--- config.mk ---
export PLATFORM = sky130hd
export DESIGN_NAME = isa_wait_ctrl
export DESIGN_NICKNAME = d
export VERILOG_FILES = /design/src/rtl/isa_wait_pkg.sv /design/src/rtl/isa_cyc_qual.sv /design/src/rtl/isa_cmd_fsm.sv /design/src/rtl/isa_rdy_hold.sv /design/src/rtl/isa_wait_ctrl.sv
export SDC_FILE = /design/constraint.sdc
export NUM_CORES = 1
export LEC_CHECK = 0
export BUFFER_PORTS_ARGS = -buffer_cell sky130_fd_sc_hd__buf_2
export CORE_AREA = 2 2 39 41
export CTS_CLUSTER_DIAMETER = 50
export DETAILED_ROUTE_END_ITERATION = 16
export DIE_AREA = 0 0 41 43
export HOLD_SLACK_MARGIN = 0.05
export PLACE_DENSITY = 0.59
export SYNTH_ARGS = -nofsm -noshare
export SYNTH_HDL_FRONTEND = slang
export SYNTH_SLANG_ARGS = --single-unit
--- constraint.sdc ---
create_clock -name clk -period 1.5 [get_ports clk]
set_clock_uncertainty 0.05 [all_clocks]
set_input_delay 0.225 -clock clk [delete_from_list [all_inputs] [get_ports clk]]
set_output_delay 0.225 -clock clk [all_outputs]
set_load 0.05 [all_outputs]
--- src/rtl/isa_wait_pkg.sv ---
package isa_wait_pkg;

    typedef enum logic [1:0] {
        CS_IDLE,
        CS_CMD,
        CS_END
    } cyc_state_t;

    typedef enum logic {
        RS_FREE,
        RS_HOLD
    } rdy_state_t;

    typedef struct packed {
        logic io;
        logic wide;
        logic dma;
        logic compat;
        logic refr;
    } cyc_attr_t;

endpackage

--- src/rtl/isa_cyc_qual.sv ---
module isa_cyc_qual
    import isa_wait_pkg::*;
#(
    parameter int LEN8  = 4,
    parameter int LEN16 = 2,
    parameter int CW    = 3
) (
    input  cyc_attr_t       attr,
    output logic            honour_rdy,
    output logic            allow_short,
    output logic [CW-1:0]   first_cnt
);

    always_comb begin
        // refresh always honours ready; DMA only when compatible
        honour_rdy  = attr.refr | ~attr.dma | attr.compat;
        // shortening: bridge-mastered non-DMA, not 16-bit I/O
        allow_short = ~attr.dma & ~attr.refr & ~(attr.io & attr.wide);
        first_cnt   = attr.wide ? CW'(LEN16 - 1) : CW'(LEN8 - 1);
    end

endmodule

--- src/rtl/isa_cmd_fsm.sv ---
module isa_cmd_fsm
    import isa_wait_pkg::*;
#(
    parameter int CW = 3
) (
    input  logic            clk,
    input  logic            rst_n,
    input  logic            req,
    input  logic            honour_rdy,
    input  logic            allow_short,
    input  logic [CW-1:0]   first_cnt,
    input  logic            iochrdy,
    input  logic            zerows_n,
    output logic            cmd_active,
    output logic            cyc_done
);

    cyc_state_t     state_q, state_d;
    logic [CW-1:0]  cnt_q, cnt_d;
    logic           hon_q, shr_q;
    logic           rdy_low, zw_low;

    assign rdy_low = hon_q & ~iochrdy;
    assign zw_low  = shr_q & ~zerows_n;

    always_comb begin
        state_d = state_q;
        cnt_d   = cnt_q;
        unique case (state_q)
            CS_IDLE: begin
                if (req) begin
                    state_d = CS_CMD;
                    cnt_d   = first_cnt;
                end
            end
            CS_CMD: begin
                if (rdy_low) begin
                    if (cnt_q != '0) cnt_d = cnt_q - 1'b1;
                end else if (zw_low || cnt_q == '0) begin
                    state_d = CS_END;
                end else begin
                    cnt_d = cnt_q - 1'b1;
                end
            end
            CS_END: state_d = CS_IDLE;
            default: state_d = CS_IDLE;
        endcase
    end

    always_ff @(posedge clk) begin
        if (!rst_n) begin
            state_q <= CS_IDLE;
            cnt_q   <= '0;
            hon_q   <= 1'b0;
            shr_q   <= 1'b0;
        end else begin
            state_q <= state_d;
            cnt_q   <= cnt_d;
            if (state_q == CS_IDLE && req) begin
                hon_q <= honour_rdy;
                shr_q <= allow_short;
            end
        end
    end

    always_comb begin
        cmd_active = (state_q == CS_CMD);
        cyc_done   = (state_q == CS_END);
    end

    AST_REQ_STARTS: assert property (@(posedge clk) disable iff (!rst_n)
        (state_q == CS_IDLE && req) |=> (state_q == CS_CMD));
    AST_RDY_STRETCH: assert property (@(posedge clk) disable iff (!rst_n)
        (state_q == CS_CMD && cnt_q == '0 && hon_q && !iochrdy) |=> (state_q == CS_CMD));
    AST_DMA_RDY_IGNORED: assert property (@(posedge clk) disable iff (!rst_n)
        (state_q == CS_CMD && cnt_q == '0 && !hon_q) |=> (state_q == CS_END));
    AST_SHORTEN_TAKEN: assert property (@(posedge clk) disable iff (!rst_n)
        (state_q == CS_CMD && shr_q && !zerows_n && (!hon_q || iochrdy)) |=> (state_q == CS_END));
    AST_SHORTEN_BLOCKED: assert property (@(posedge clk) disable iff (!rst_n)
        (state_q == CS_CMD && !shr_q && cnt_q != '0 && (!hon_q || iochrdy)) |=> (state_q == CS_CMD));
    AST_RDY_OVER_ZW: assert property (@(posedge clk) disable iff (!rst_n)
        (state_q == CS_CMD && hon_q && !iochrdy) |=> (state_q == CS_CMD));
    AST_DONE_ONE_CLK: assert property (@(posedge clk) disable iff (!rst_n)
        cyc_done |=> (!cyc_done && !cmd_active));
    AST_DONE_AFTER_CMD: assert property (@(posedge clk) disable iff (!rst_n)
        $fell(cmd_active) |-> cyc_done);

endmodule

--- src/rtl/isa_rdy_hold.sv ---
module isa_rdy_hold
    import isa_wait_pkg::*;
(
    input  logic clk,
    input  logic rst_n,
    input  logic ext_hit,
    input  logic int_done,
    output logic drive_low
);

    rdy_state_t st_q, st_d;

    always_comb begin
        st_d = st_q;
        unique case (st_q)
            RS_FREE: if (ext_hit)  st_d = RS_HOLD;
            RS_HOLD: if (int_done) st_d = RS_FREE;
            default: st_d = RS_FREE;
        endcase
    end

    always_ff @(posedge clk) begin
        if (!rst_n) st_q <= RS_FREE;
        else        st_q <= st_d;
    end

    always_comb drive_low = (st_q == RS_HOLD);

    AST_RDY_KEEP: assert property (@(posedge clk) disable iff (!rst_n)
        (drive_low && !int_done) |=> drive_low);
    AST_RDY_RELEASE: assert property (@(posedge clk) disable iff (!rst_n)
        (drive_low && int_done) |=> !drive_low);
    AST_RDY_GRAB: assert property (@(posedge clk) disable iff (!rst_n)
        (!drive_low && ext_hit) |=> drive_low);

endmodule

--- src/rtl/isa_wait_ctrl.sv ---
module isa_wait_ctrl
    import isa_wait_pkg::*;
#(
    parameter int LEN8  = 4,
    parameter int LEN16 = 2
) (
    input  logic clk,
    input  logic rst_n,
    input  logic cyc_req,
    input  logic cyc_io,
    input  logic cyc_wide,
    input  logic cyc_dma,
    input  logic dma_compat,
    input  logic cyc_refresh,
    input  logic iochrdy_in,
    input  logic zerows_n_in,
    input  logic ext_hit,
    input  logic int_done,
    output logic cmd_active,
    output logic cyc_done,
    output logic rdy_drive_low
);

    localparam int LMAX = (LEN8 > LEN16) ? LEN8 : LEN16;
    localparam int CW   = (LMAX > 1) ? $clog2(LMAX) : 1;

    cyc_attr_t      attr;
    logic           honour_rdy, allow_short;
    logic [CW-1:0]  first_cnt;

    always_comb begin
        attr.io     = cyc_io;
        attr.wide   = cyc_wide;
        attr.dma    = cyc_dma;
        attr.compat = dma_compat;
        attr.refr   = cyc_refresh;
    end

    isa_cyc_qual #(.LEN8(LEN8), .LEN16(LEN16), .CW(CW)) u_qual (
        .attr        (attr),
        .honour_rdy  (honour_rdy),
        .allow_short (allow_short),
        .first_cnt   (first_cnt)
    );

    isa_cmd_fsm #(.CW(CW)) u_cmd (
        .clk         (clk),
        .rst_n       (rst_n),
        .req         (cyc_req),
        .honour_rdy  (honour_rdy),
        .allow_short (allow_short),
        .first_cnt   (first_cnt),
        .iochrdy     (iochrdy_in),
        .zerows_n    (zerows_n_in),
        .cmd_active  (cmd_active),
        .cyc_done    (cyc_done)
    );

    isa_rdy_hold u_rdy (
        .clk       (clk),
        .rst_n     (rst_n),
        .ext_hit   (ext_hit),
        .int_done  (int_done),
        .drive_low (rdy_drive_low)
    );

endmodule

Word level (Yosys, flattened, before mapping)
Cells that the tools add are included.

Flip-flop bits (word level): 7. Input port bits: 12. Output and inout port bits: 3. Logic and storage cells: 47.

Add/subtract/negate cells: 1. Equal/unequal tests: 7. Muxes and demuxes: 13. Bitwise operators: 13. Reductions and logical operators: 8.

Operators by type and width (number): 2-bit 2-to-1 mux (8); 2-bit one-hot mux with 2 select lines (2); 1-bit NOT (6); 1-bit AND (5); 2-bit logical NOT (2); 2-bit inequality test (second input constant) (2); 4-bit AND reduction (1); 2-bit nonzero test (2); 3-bit by 2-bit inequality test with 1-bit output (second input constant) (1); 3-bit inequality test (second input constant) (1); 3-bit AND reduction (1); 2-bit by 1-bit equality test with 1-bit output (second input constant) (1); 2-bit equality test (second input constant) (1); 1-bit 2-to-1 mux (2); 2-bit by 1-bit inequality test with 1-bit output (second input constant) (1); 1-bit OR (2); 1-bit one-hot mux with 2 select lines (1); 2-bit by 1-bit subtractor with 2-bit output (second input constant) (1); 1-bit logical AND (1); 1-bit logical OR (1).

Longest topological paths before layout
Depth after elaboration: 6. Mapped depth: 5. Depth with buffers taken out: 5.

By module
From an unflattened synthesis, not the netlist that was laid out.

Cells, all modules: 44. Area total of the unflattened synthesis: 406.6 um2.

Modules (own cells, without submodules): isa_cmd_fsm (instances 1, cells each 35, area an instance 324.1 um2, seq. area each 120.1 um2); isa_rdy_hold (instances 1, cells each 4, area an instance 51.3 um2, seq. area each 20.0 um2); isa_cyc_qual (instances 1, cells each 5, area an instance 31.3 um2, seq. area each 0.0 um2).

Least setup slack after synthesis
OpenSTA, ideal clock, no wires.

Path kind: register to output. Start: register u_cmd.state_q[1]. End: output port cyc_done. Data arrival time: 1.154 ns. Slack: 0.071 ns. Stages on the path, launching flop included: 2. Path buffers: 0. Path through: dfxtp_1 -> nor2b_1.

Cells in the longest elaborated chain, start to end: 1.

Ends and longest elaborated chain: start: declaration (RTL line isa_cmd_fsm.sv:18) `cyc_state_t state_q, state_d;`; start signal: assignment (RTL line isa_cmd_fsm.sv:57) `state_q <= state_d;`; 2-bit equality test (RTL line isa_cmd_fsm.sv:68) `cyc_done = (state_q == CS_END);`; end: declaration (RTL line isa_wait_ctrl.sv:20) `output logic cyc_done,`.

Every way passes these cells.

Worst setup path in the final report
Start: register u_cmd.state_q[0]. End: output port cmd_active.

Cells in the longest elaborated chain, start to end: 1.

Ends and longest elaborated chain: 2-bit by 1-bit equality test with 1-bit output (RTL line isa_cmd_fsm.sv:67) `cmd_active = (state_q == CS_CMD);`; end: declaration (RTL line isa_wait_ctrl.sv:19) `output logic cmd_active,`.

Every way passes these cells.

==> results.toml <==
[outcome]
status = "completed"

[timing]
min_period_ns = 1.42
drv_slew = 0
hold_viol_final = 0
setup_tns_ns = 0
maxSlewHeadroom_pct = 75.5
rsz0062_at_grt = "no"
finalSetupViolCount = 0
max_freq_mhz = 705
hold_ws_ns = 0.200
tightest_slew_ns = 0.366
final.period_utilization_pct = 94.5

[setup_path]
end_kind = "primary output"
worstPathCellList = "nor2b_2 > clkbuf_4"
crit_slowest_cell = "dfxtp_1"
path_max_fanout = 4
cp_slowest_stage_delay_ns = 0.37
crit_path_start_kind = "register"
cp.arrival_ns = 1.14
worstPathRequired_ns = 1.22
path_class = "reg -> out"

[logic_synthesis]
synth_top_area_share_pct = 37.0
synth_largest_area_cell = "dfxtp_1"
syn_area_per_cell_um2 = 9.98
ys_ff_latch = 7
ys_seq_area_share_pct = 37.0
yosys-top-cells-area = "dfxtp_1 (37%), mux2i_1 (11%), a2111oi_4 (7.3%)"
syn_nets = 51
ys_warn_count = 0
synth_cells = 38
yosys.cell_types.count = 20
syn_area_um2 = 379

[detailed_routing]
wire_per_inst_um = 9.15
vias_per_cell = 4.36
drc = 0
ant_nets = 0
drtIter0Drc = 2
firstDrtPassIters = 4
wirelength_um = 659
vias = 314

[clocking]
clock_latency_ns = 0.25
clk_pin_slew_ns = 0.05
numCtsBuffers = 3
cts_setup_buffers = 0
cts-root-buf = "clkbuf_4"
cts_tree = "built"
h-tree-depth = 1
clock_path_buffers = 2
cts.sinks = 7

[finish]
layout.nets = 70
instances_no_fill = 72
num_antenna_cells = 0
design_area_um2 = 498
syn_to_final_growth_pct = 31.4
fin_util_pct = 36.0
drive_above_1_share_pct = 42.9

[global_routing]
grt_pass1_wl_um = 1010
gr-usage-met2_pct = 12.2
grt_usage_pct = 8.95
met3_usage_pct = 1.57
grt_max_degree = 9
met1_usage_pct = 10.4
first_global_vias = 280
top_usage_layer = "met2"
gr-total-overflow = 0
antenna_found_initial = 0

[place]
portBuffers = 14
routabilityCongestion = 0.710
placed_cells = 68
placed_area_um2 = 469

[floorplanning]
core-area_um2 = 1380
start_util_pct = 27.4
num_rows = 14
die_y_um = 43
chipWidth_um = 41
die_area_um2 = 1760
io_pins = 15

[power]
powerDensity_nw_per_um2 = 1020
peakVddDrop_mv = 0.327
leakage_nw = 0.220

[flow_run]
drv_cap = 0

[hold_path]
hp-class = "in -> reg"
-- layout make-up --
class	instances	area, um2
fill	151	886
multi-input combinational	27	224
sequential	7	140
timing repair buffer	14	72.6
clock buffer	4	26.3
tap	16	20.0
inverter	4	15.0
-- per-stage QoR --
stage	worst slack (ns)	power (W)
final	0.0825	0.000509
after global routing	0.0187	0.000544
after floorplan	0.0710	0.000309
after global placement	0.267	0.000341
after detailed placement	0.230	0.000344
after CTS	0.0471	0.000518
-- cells in the final DEF, fill, tap and decap left out, drive strengths merged --
master and instances:
nor3b 2, o21ai 1, inv 4, buf 13, a21oi 2, ha 1, nor2b 5, nand2b 1
a211oi 1, clkbuf 5, and4bb 1, a2111oi 1, nor2 3, dfxtp 7, mux2i 4, and2 1
a21bo 1, nand2 3
-- logic make-up after synthesis --
| group | Yosys count | synth area share (%) |
|---|---|---|
| AOI/OAI and AO/OA | 6 | 15.8 |
| muxes | 4 | 10.6 |
| DFF | 7 | 37.0 |
| adders and majority gates | 1 | 3.30 |
| and+or+nand+nor | 16 | 29.4 |
| buffers and inverters | 4 | 3.96 |
-- where the power goes --
part           switching (W)  internal (W)  total (W)
Clock              0.0000688      0.000101   0.000170
Combinational      0.0000701     0.0000546   0.000125
Sequential         0.0000111      0.000203   0.000214
Total               0.000150      0.000359   0.000509
-- repair_timing --
item | CTS | global route
endpoints found under the setup margin | 0 | 1
resized for setup | 0 | 1
hold buffers | 0 | 0
-- synth_stat cells --
cell and count:
a2111oi_4 1, a211oi_1 1, a21bo_2 1, a21oi_1 2, and2_1 1, and4bb_2 1, dfxtp_1 7, ha_1 1
inv_1 4, mux2i_1 4, nand2_1 3, nand2b_1 1, nor2_1 2, nor2_2 1, nor2b_1 3, nor2b_2 1
nor2b_4 1, nor3b_1 1, nor3b_2 1, o21ai_0 1
-- state kept, by name, summed over array words and instances, names as in the netlist --
| name | count |
|---|---|
| u_cmd.hon_q | 1 |
| u_cmd.cnt_q | 2 |
| u_cmd.shr_q | 1 |
| u_cmd.state_q | 2 |
| u_rdy.drive_low | 1 |
-- critical path: cells and delay by family, from the launching register on --
kind | cells | cell delay (ns)
buffers and inverters | 1 | 0.27
flip-flops | 1 | 0.37
AND/OR/NAND/NOR | 1 | 0.25
-- per-layer routing --
layer	up-vias	part of all wire (%)
li1	165	-
met1	141	40
met2	6	55
met3	2	3.0
met4	0	2.0
met5	-	0
-- path summary, 6_finish.rpt --
kind,slack (ns),cells past startpoint,end,start
max,0.08,2,cmd_active,u_cmd.state_q[0]$_SDFFE_PN0P_
min,0.20,3,u_cmd.state_q[1]$_SDFFE_PN0P_,rst_n
max reg2reg,0.26,5,u_cmd.cnt_q[1]$_SDFFE_PN0P_,u_cmd.cnt_q[0]$_SDFFE_PN0P_
min reg2reg,0.42,2,u_cmd.cnt_q[1]$_SDFFE_PN0P_,u_cmd.cnt_q[1]$_SDFFE_PN0P_
No activity file was read; power rests on OpenSTA's default activity.
